==> src/rtl/ldst_pkg.sv <==
package ldst_pkg;

    typedef enum logic [2:0] {
        ST_IDLE = 3'd0,
        ST_REQ1 = 3'd1,
        ST_REQ2 = 3'd2,
        ST_WAIT = 3'd3,
        ST_UPD  = 3'd4
    } lsu_state_e;

endpackage

==> src/rtl/ldst_be_gen.sv <==
module ldst_be_gen #(
    parameter int NB  = 8,
    parameter int OW  = 3,
    parameter int SZW = 2
) (
    input  logic [OW-1:0]  off,
    input  logic [SZW-1:0] size,
    output logic [NB-1:0]  be_lo,
    output logic [NB-1:0]  be_hi
);
    logic [2*NB-1:0] ones;
    logic [2*NB-1:0] span;
    int unsigned     nbytes;

    always_comb begin
        nbytes = 32'd1 << size;
        ones   = '0;
        for (int i = 0; i < NB; i++) begin
            ones[i] = (i < nbytes);
        end
        span  = ones << off;
        be_lo = span[NB-1:0];
        be_hi = span[2*NB-1:NB];
    end
endmodule

==> src/rtl/ldst_lane_mux.sv <==
module ldst_lane_mux #(
    parameter int NB     = 8,
    parameter int OW     = 3,
    parameter int SZW    = 2,
    parameter bit TO_MEM = 1'b1
) (
    input  logic [8*NB-1:0] din,
    input  logic [OW-1:0]   off,
    input  logic [SZW-1:0]  size,
    input  logic            rev,
    output logic [8*NB-1:0] dout
);
    logic [OW-1:0] last_idx;

    always_comb last_idx = OW'((32'd1 << size) - 32'd1);

    for (genvar g = 0; g < NB; g++) begin : g_lane
        localparam logic [OW-1:0] POS = OW'(g);
        logic [OW-1:0] k;
        logic [OW-1:0] sel;
        logic [7:0]    pick;

        if (TO_MEM) begin : g_to_mem
            // lane g holds access byte (g - off); reversal mirrors it
            always_comb begin
                k   = POS - off;
                sel = rev ? (last_idx - k) : k;
            end
        end else begin : g_from_mem
            // result byte g comes from lane (off + possibly mirrored g)
            always_comb begin
                k   = rev ? (last_idx - POS) : POS;
                sel = off + k;
            end
        end

        always_comb begin
            pick = '0;
            for (int i = 0; i < NB; i++) begin
                if (sel == OW'(i)) pick = din[8*i +: 8];
            end
        end

        assign dout[8*g +: 8] = pick;
    end
endmodule

==> src/rtl/ldst_extend.sv <==
module ldst_extend #(
    parameter int NB  = 8,
    parameter int SZW = 2
) (
    input  logic [8*NB-1:0] din,
    input  logic [SZW-1:0]  size,
    input  logic            sgn,
    output logic [8*NB-1:0] dout
);
    int unsigned nbytes;
    logic        top_bit;

    always_comb begin
        nbytes  = 32'd1 << size;
        top_bit = 1'b0;
        for (int g = 0; g < NB; g++) begin
            if (g == nbytes - 1) top_bit = din[8*g + 7];
        end
        for (int g = 0; g < NB; g++) begin
            dout[8*g +: 8] = (g < nbytes) ? din[8*g +: 8] : {8{sgn & top_bit}};
        end
    end
endmodule

==> src/rtl/ldst_align.sv <==
module ldst_align
    import ldst_pkg::*;
#(
    parameter int AW = 32,
    parameter int DW = 64,
    parameter int RW = 5
) (
    input  logic          clk,
    input  logic          rst_n,
    input  logic          req_valid,
    input  logic          req_load,
    input  logic [AW-1:0] req_addr,
    input  logic [DW-1:0] req_data,
    input  logic [1:0]    req_size,
    input  logic          req_sign,
    input  logic          req_rev,
    input  logic          req_upd,
    input  logic [RW-1:0] req_rd,
    input  logic [RW-1:0] req_ra,
    output logic          busy,
    output logic          dc_valid,
    output logic          dc_load,
    output logic [AW-1:0] dc_addr,
    output logic [DW/8-1:0] dc_be,
    output logic [DW-1:0] dc_data,
    input  logic          dc_stall,
    input  logic          dc_ack,
    input  logic [DW-1:0] dc_rdata,
    output logic          wb_valid,
    output logic [RW-1:0] wb_reg,
    output logic [DW-1:0] wb_data
);
    localparam int NB  = DW / 8;
    localparam int OW  = $clog2(NB);
    localparam int SZW = 2;

    typedef struct packed {
        lsu_state_e    st;
        logic          is_load;
        logic [AW-1:0] ea;
        logic [DW-1:0] sdata;
        logic [SZW-1:0] size;
        logic          sgn;
        logic          rev;
        logic          upd;
        logic [RW-1:0] rd;
        logic [RW-1:0] ra;
        logic [1:0]    acks;
        logic [DW-1:0] half0;
        logic          wb_v;
        logic [RW-1:0] wb_r;
        logic [DW-1:0] wb_d;
    } lsu_regs_t;

    lsu_regs_t r_d, r_q;

    logic [OW-1:0] off_w;
    logic [NB-1:0] be_lo_w, be_hi_w;
    logic          cross_w;
    logic [DW-1:0] st_lanes_w;
    logic [DW-1:0] merged_w;
    logic [DW-1:0] ordered_w;
    logic [DW-1:0] ld_result_w;
    logic [AW-1:0] dw0_w, dw1_w;
    logic [1:0]    need_w, acks_now_w;

    assign off_w = r_q.ea[OW-1:0];

    ldst_be_gen #(.NB(NB), .OW(OW), .SZW(SZW)) i_be (
        .off   (off_w),
        .size  (r_q.size),
        .be_lo (be_lo_w),
        .be_hi (be_hi_w)
    );

    ldst_lane_mux #(.NB(NB), .OW(OW), .SZW(SZW), .TO_MEM(1'b1)) i_st_mux (
        .din  (r_q.sdata),
        .off  (off_w),
        .size (r_q.size),
        .rev  (r_q.rev),
        .dout (st_lanes_w)
    );

    always_comb begin
        for (int j = 0; j < NB; j++) begin
            merged_w[8*j +: 8] = (cross_w && !be_hi_w[j]) ? r_q.half0[8*j +: 8]
                                                           : dc_rdata[8*j +: 8];
        end
    end

    ldst_lane_mux #(.NB(NB), .OW(OW), .SZW(SZW), .TO_MEM(1'b0)) i_ld_mux (
        .din  (merged_w),
        .off  (off_w),
        .size (r_q.size),
        .rev  (r_q.rev),
        .dout (ordered_w)
    );

    ldst_extend #(.NB(NB), .SZW(SZW)) i_ext (
        .din  (ordered_w),
        .size (r_q.size),
        .sgn  (r_q.sgn),
        .dout (ld_result_w)
    );

    assign cross_w    = |be_hi_w;
    assign dw0_w      = {r_q.ea[AW-1:OW], {OW{1'b0}}};
    assign dw1_w      = dw0_w + AW'(NB);
    assign need_w     = cross_w ? 2'd2 : 2'd1;
    assign acks_now_w = r_q.acks + {1'b0, dc_ack};

    always_comb begin
        r_d      = r_q;
        r_d.wb_v = 1'b0;
        dc_valid = 1'b0;
        dc_addr  = dw0_w;
        dc_be    = be_lo_w;

        if (r_q.st == ST_REQ1 || r_q.st == ST_REQ2 || r_q.st == ST_WAIT) begin
            if (dc_ack) begin
                if (r_q.acks == 2'd0) r_d.half0 = dc_rdata;
                r_d.acks = acks_now_w;
            end
        end

        case (r_q.st)
            ST_IDLE: begin
                if (req_valid) begin
                    r_d.st      = ST_REQ1;
                    r_d.is_load = req_load;
                    r_d.ea      = req_addr;
                    r_d.sdata   = req_data;
                    r_d.size    = req_size;
                    r_d.sgn     = req_sign;
                    r_d.rev     = req_rev;
                    r_d.upd     = req_upd;
                    r_d.rd      = req_rd;
                    r_d.ra      = req_ra;
                    r_d.acks    = 2'd0;
                end
            end
            ST_REQ1: begin
                dc_valid = 1'b1;
                if (!dc_stall) r_d.st = cross_w ? ST_REQ2 : ST_WAIT;
            end
            ST_REQ2: begin
                dc_valid = 1'b1;
                dc_addr  = dw1_w;
                dc_be    = be_hi_w;
                if (!dc_stall) r_d.st = ST_WAIT;
            end
            ST_WAIT: begin
                if (acks_now_w == need_w) begin
                    r_d.wb_v = r_q.is_load;
                    r_d.wb_r = r_q.rd;
                    r_d.wb_d = ld_result_w;
                    r_d.acks = 2'd0;
                    r_d.st   = r_q.upd ? ST_UPD : ST_IDLE;
                end
            end
            ST_UPD: begin
                r_d.wb_v = 1'b1;
                r_d.wb_r = r_q.ra;
                r_d.wb_d = DW'(r_q.ea);
                r_d.st   = ST_IDLE;
            end
            default: r_d.st = ST_IDLE;
        endcase
    end

    always_ff @(posedge clk or negedge rst_n) begin
        if (!rst_n) r_q <= '0;
        else        r_q <= r_d;
    end

    assign busy     = (r_q.st != ST_IDLE);
    assign dc_load  = r_q.is_load;
    assign dc_data  = st_lanes_w;
    assign wb_valid = r_q.wb_v;
    assign wb_reg   = r_q.wb_r;
    assign wb_data  = r_q.wb_d;

    a_r5_stall_hold: assert property (@(posedge clk) disable iff (!rst_n)
        (dc_valid && dc_stall) |=> (dc_valid && $stable(dc_addr) && $stable(dc_be) && $stable(dc_data)));

    a_r10_req_only_busy: assert property (@(posedge clk) disable iff (!rst_n)
        dc_valid |-> busy);

    a_r2_be_nonempty: assert property (@(posedge clk) disable iff (!rst_n)
        dc_valid |-> (dc_be != '0));

    a_r4_next_dword: assert property (@(posedge clk) disable iff (!rst_n)
        (r_q.st == ST_REQ2 && $past(r_q.st) == ST_REQ1) |-> (dc_addr == $past(dc_addr) + AW'(NB)));

    a_r6_wb_idle_port: assert property (@(posedge clk) disable iff (!rst_n)
        wb_valid |-> !dc_valid);

    a_r4_ack_bound: assert property (@(posedge clk) disable iff (!rst_n)
        r_q.acks <= 2'd1);
endmodule

==> config.mk <==
export PLATFORM = sky130hd
export DESIGN_NAME = ldst_align
export DESIGN_NICKNAME = d
export VERILOG_FILES = /design/src/rtl/ldst_pkg.sv /design/src/rtl/ldst_be_gen.sv /design/src/rtl/ldst_lane_mux.sv /design/src/rtl/ldst_extend.sv /design/src/rtl/ldst_align.sv
export SDC_FILE = /design/constraint.sdc
export NUM_CORES = 1
export LEC_CHECK = 0
export BUFFER_PORTS_ARGS = -buffer_cell sky130_fd_sc_hd__buf_4
export CORE_AREA = 2 2 270 272
export DETAILED_ROUTE_END_ITERATION = 6
export DIE_AREA = 0 0 272 274
export GPL_ROUTABILITY_DRIVEN = 0
export GPL_TIMING_DRIVEN = 0
export PLACE_DENSITY_LB_ADDON = 0.3
export SLEW_MARGIN = 20
export SYNTH_ARGS = -nofsm -noshare
export SYNTH_HDL_FRONTEND = slang
export SYNTH_HIERARCHICAL = 1
export SYNTH_SLANG_ARGS = --single-unit
==> constraint.sdc <==
create_clock -name clk -period 11.9 [get_ports clk]
set_input_delay 0.595 -clock clk [delete_from_list [all_inputs] [get_ports clk]]
set_output_delay 0.595 -clock clk [all_outputs]
set_load 0.01 [all_outputs]
==> results of run 1 <==
## cell type report
class	count	area [sq um]	area share (%)
antenna	2	5.00	0.0202
buffer	233	1400	5.65
clock buffer	45	888	3.58
clock inverter	13	100	0.403
inverter	30	113	0.454
multi-input combinational	1405	12100	48.7
sequential	251	6280	25.3
tap	959	1200	4.84
timing repair buffer	357	2730	11.0
## synth_stat cells (33+ instances only)
master | n | area [sq um]
mux2_2 | 309 | 3480
clkbuf_1 | 64 | 240
nand2_1 | 219 | 822
nor2_1 | 58 | 218
and2_1 | 41 | 257
buf_4 | 88 | 661
o21ai_0 | 135 | 676
dfrtp_1 | 251 | 6280
mux4_2 | 104 | 2340
nand2b_1 | 38 | 238
a21oi_1 | 33 | 165
buf_2 | 58 | 290
nand3_1 | 75 | 375
## worst max-delay path, stage by stage (launching register included)
cell,delay (ns)
dfrtp_1,0.63
buf_4,0.31
nor2_1,0.17
o21ai_0,0.13
o2bb2ai_1,0.20
or4_4,0.62
nor2_2,0.56
nor2_2,0.27
mux2_2,0.42
mux2i_1,0.10
nor2_1,0.11
o21bai_1,0.15
o21ai_0,0.09
o21ai_0,0.57
mux2i_4,0.19
clkbuf_2,0.21
o21ai_0,0.66
a221o_2,0.31
## layout by cell type, fill, tap and decap left out, drive strengths merged, types with 5 or more instances in the layout
master | Yosys | routed
mux4 | 104 | 104
o21ai | 151 | 151
clkinv | 1 | 10
o22ai | 8 | 8
mux2i | 17 | 17
mux2 | 312 | 312
ha | 12 | 12
inv | 29 | 31
o221ai | 9 | 9
a211oi | 10 | 10
nand2b | 38 | 38
fa | 8 | 8
dfrtp | 251 | 251
nor4 | 5 | 5
a31oi | 10 | 10
a22oi | 7 | 7
buf | 168 | 524
a41oi | 5 | 5
nand2 | 220 | 220
nor3b | 5 | 5
o211ai | 36 | 36
and3 | 9 | 9
a221o | 40 | 40
nor3 | 19 | 19
xor2 | 22 | 22
clkbuf | 65 | 110
a22o | 8 | 8
and4 | 6 | 6
and2 | 41 | 41
nand3 | 76 | 76
a21o | 7 | 7
a21oi | 35 | 35
nor2 | 67 | 67
nand4 | 12 | 12
xnor2 | 31 | 31
## metrics by stage
stage               hold WS [ns]  setup slack [ns]  cell area, sq um  cells
finish                     0.215              6.12             24800   3295
global route               0.193              5.86             24800   3294
CTS                        0.177              6.26             24800   3293
detailed placement         0.487              6.29             23800   3234
global placement           0.482              6.42             23700   3232
floorplan                  0.299              7.65             19900   1919
## kinds of logic (layout without fill, tap and decap cells)
logic type | Yosys count | count (layout)
compound gates | 373 | 373
other cells | 2 | 6
flops | 251 | 251
simple gates | 522 | 522
xor+xnor | 53 | 53
fa+ha+maj | 20 | 20
mux | 433 | 433
buf+inv | 263 | 678
## per-layer routing
layer / track usage, % / routed length, microns / up-vias
met5: 0 / 13 / -
met2: 32.9 / 36400 / 979
met4: 7.06 / 2920 / 2
li1: - / - / 7829
met3: 3.00 / 6510 / 168
met1: 29.6 / 34600 / 8999
## worst paths after layout
check                             startpoint          end  slack (ns)
worst max-delay path                off_w[2]  wb_data[29]        6.12
worst min-delay path            req_addr[15]    dw0_w[15]        0.22
worst max register to register      off_w[2]  wb_data[29]        6.12
worst min register to register      r_q[140]     r_q[140]        0.50
max in group asynchronous              rst_n    wb_reg[1]       10.35
min in group asynchronous              rst_n     dw0_w[7]        0.55
==> summary.txt, run 1 <==
Outcome
  – Status: complete, no violations

Clock network
  – Num CTS Buffers: 31
  – Later-pin clock latency in the skew report: 0.62 ns
  – Post_cts resized: 0
  – Clock transition at path regs: 0.06 ns
  – # Post-CTS Setup Buffers: 0
  – CTS sink cnt: 251
  – Root buf cell: clkbuf_16
  – CTS tree: yes
  – Max clock buf depth: 3
  – H-Tree Level Count: 1
  – Cts hold-fix bufs: 1

Hold path
  – Hold/Removal Path Class: in2reg
  – Hold depth: 2

Cells and area
  – Max reg flops: 148
  – Fin nets: 2510
  – Biggest register: r_q
  – Core Util, Final: 34.5%
  – Fillers: 7237
  – Area growth syn-to-layout: 24.9%
  – Share of cells above drive strength 1: 45.6%

Logic synthesis
  – Complex-gate fraction of the synthesized area: 13.3%
  – Mapped Avg Cell Area: 10.4 sq um
  – Seq/Total Area, Yosys: 31.6%
  – Post-synth top flop: dfrtp_1
  – Main combinational cell family by area after synthesis: multiplexers
  – EDFF count, synth: 0
  – Xor and xnor area share after synthesis: 2.58%
  – Adder-Cell Fraction of Synth Area: 1.56%
  – Async SR Flop Fraction: 100%
  – Post-Syn Area: 19900 sq um
  – Distinct cells, synth: 94
  – Simple-gate share of the synthesized area: 12.9%
  – Portion of netlist area occupied by mux cells: 30.4%
  – Ys Warns: 6
  – FF+latch count, synth: 251
  – Post-Syn Instances: 1917

Worst setup path
  – Crit. End Element: flip-flop
  – CP Launch Type: flip-flop
  – Critical path type: reg2reg
  – Worst Path Arrival: 6.33 ns
  – Worst Path Max Fanout: 10
  – CP required: 12.45 ns
  – FF-to-FF path depth: 17

Timing
  – Max transition margin: 28.0%
  – Setup Viol. Count Final: 0
  – Max frequency: 173 MHz
  – Final Hold Viols: 0
  – Slew @ Worst Pin: 1.08 ns
  – Final Slew Violations: 0
  – Worst Skew: 0.0378 ns
  – Tcrit/Tclk final: 48.6%
  – Crit path time final: 5.78 ns
  – RSZ-0062 raised after global routing: no
  – TNS Setup: 0 ns

Global routing
  – Largest net degree at the start of global routing: 98
  – First-pass GRT wire length: 118000 microns
  – Gr usage total: 21.0%
  – Overflow after GRT: 0
  – Number of global-route vias before repair: 17716
  – Antenna violations before repair: 5

Placed design
  – DP Wirelength: 63700 microns
  – Port buffer count: 354

Routing
  – Via count: 17977
  – Wire per inst: 24.4 microns
  – DRC: 0
  – Routed Antenna Nets: 0
  – Post-Route WL: 80500 microns
  – 1st-pass router iterations: 7
  – DRT iter0 DRCs: 2202
  – DR vias/cell: 5.46

Floorplan
  – Rows: 99
  – Die H: 274 microns
  – IO Pins: 358
  – Core box area: 72000 sq um
  – Initial Util: 27.6%
  – Die X: 272 microns
  – DIE AREA: 74500 sq um

Flow run
  – Number of max-cap violations: 0
Power of run 1 is left out: the tool's default activity adds up to more than one toggle a clock period on the data nets, which glitch-free logic cannot reach.
==> inputs of run 2 (changes only) <==
clock period = 4.72 ns   (was 11.9 ns; I/O delays follow)
==> summary.txt, run 2 (same netlist as run 1, synthesis figures left out) <==
Clock network
  – CTS sink cnt: 251
  – Clock transition at path regs: 0.06 ns
  – CTS tree: yes
  – Max clock buf depth: 3
  – Num CTS Buffers: 31
  – H-Tree Level Count: 1
  – Later-pin clock latency in the skew report: 0.61 ns
  – Root buf cell: clkbuf_16

Worst setup path
  – Critical path type: reg2reg
  – Crit-path most repeated cell: buf_6
  – FF-to-FF path depth: 19
  – Worst Path Max Fanout: 14
  – CP max stage cell: dfrtp_4
  – Sequence of cells on the critical path: buf_6, nand2_2, o21ai_1, and2_1, or4_4, nor2_4, buf_12, nor2_4, mux2_4, mux2i_1, nor2_1, a31o_2, o21ai_0, o21ai_2, mux2i_4, buf_6, buf_6, o21ai_2, a221o_2
  – Top delay family on crit path: simple AND/OR/NAND/NOR gates
  – CP Launch Type: flip-flop
  – Max stage delay on crit path: 0.58 ns
  – Crit. End Element: flip-flop
  – Reg2reg start: r_q[149]
  – CP required: 5.21 ns
  – Worst Path Arrival: 5.07 ns
  – Reg-to-reg setup timing slack: 0.14 ns
  – Worst flop-to-flop path endpoint: wb_data[21]
  – CP Buf/Inv Count: 4

Cells and area
  – Fillers: 7013
  – Leading cell type in the layout, fill and taps excluded: buf_4
  – Max reg flops: 148
  – Fin nets: 2696
  – Area growth syn-to-layout: 35.0%
  – Core Util, Final: 37.3%
  – Share of cells above drive strength 1: 43.5%
  – Commonest non-fill, non-tap cells in the layout: 448 x buf_4, 308 x mux2_2, 246 x dfrtp_1
  – Final Cell Area: 26800 sq um
  – Post-route insts no fill: 3481
  – Biggest register: r_q

Routing
  – DRC: 0
  – 1st-pass router iterations: 7
  – Routed Antenna Nets: 0
  – Wire per inst: 23.6 microns
  – DRT iter0 DRCs: 2148
  – DR vias/cell: 5.40
  – Via count: 18790
  – Post-Route WL: 82300 microns

Timing
  – Final Slew Violations: 0
  – Final Hold Viols: 0
  – Slew @ Worst Pin: 1.10 ns
  – Worst Skew: 0.0233 ns
  – Setup Viol. Count Final: 0
  – Max transition margin: 26.5%
  – Crit path time final: 4.58 ns
  – Tcrit/Tclk final: 96.9%
  – Max frequency: 219 MHz

Global routing
  – Largest net degree at the start of global routing: 98
  – Overflow after GRT: 0
  – First-pass GRT wire length: 121000 microns
  – Antenna violations before repair: 5
  – Number of global-route vias before repair: 18411
  – Gr usage total: 21.4%

Flow run
  – Number of max-cap violations: 0

Hold path
  – Hold/Removal Path Class: in2reg
  – Hold Path End: r_q[134]
  – Hold Path Origin: req_valid
  – Hold depth: 4

Floorplan
  – Initial Util: 27.6%
  – DIE AREA: 74500 sq um
  – Die H: 274 microns
  – Rows: 99
  – Core box area: 72000 sq um
  – Die X: 272 microns
  – IO Pins: 358

Placed design
  – DP Cell Count: 3234
  – Placed inst area: 23800 sq um
  – DP Wirelength: 63700 microns
  – Port buffer count: 354

Outcome
  – Status: complete, no violations
==> run 2: timing repair <==
action	in CTS	in global routing
gates resized for setup	25	24
pin swaps	1	1
buffers inserted	4	4
endpoints found under the hold margin	253	0
hold buffers	179	0
endpoints found under the setup margin	102	69
==> run 2: metrics by stage <==
step,setup TNS [ns],hold slack (ns),setup slack (ns)
floorplan,0,-0.0596,0.472
global placement,-27.73,0.456,-0.764
detailed placement,-33.15,0.271,-0.894
CTS,0,0.00393,0.00453
global route,-0.0675,0.0763,-0.0428
finish,0,0.0521,0.144
==> run 2: layout make-up <==
class	instances	area [sq um]	area share, %
diodes	2	5.00	0.0187
plain buffers	233	1400	5.24
clock inverters	13	100	0.373
inverters	30	114	0.425
well taps	959	1200	4.48
flip-flops and latches	251	6300	23.5
clock buffers	45	888	3.31
multi-input cells	1405	12200	45.6
repair buffers	543	4580	17.1
==> run 2: worst max path at each step <==
stage	depth (start not counted)	endpoint	from	slack (ns)
2_1_floorplan	18	wb_data[18]	off_w[2]	0.47
3_3_place_gp	17	wb_data[24]	off_w[2]	-0.76
3_5_place_dp	17	wb_data[29]	off_w[2]	-0.89
4_1_cts	19	wb_data[20]	off_w[1]	0.005
5_1_grt	19	wb_data[21]	off_w[2]	-0.04
6_report	19	wb_data[21]	r_q[149]	0.14
==> run 2: worst min-delay path: stages <==
cell and delay (ns):
buf_4 0.11, nor3_1 0.05, o21ai_0 0.13, a21oi_1 0.07
==> run 2: metal layers <==
| layer | wire length, microns | vias to the layer above | track usage [%] |
|---|---|---|---|
| li1 | - | 8189 | - |
| met1 | 35000 | 9403 | 30.1 |
| met2 | 37300 | 999 | 33.6 |
| met3 | 6730 | 195 | 2.91 |
| met4 | 3290 | 4 | 7.61 |
| met5 | 27 | - | 0 |
Power of run 2 is left out for the same reason.
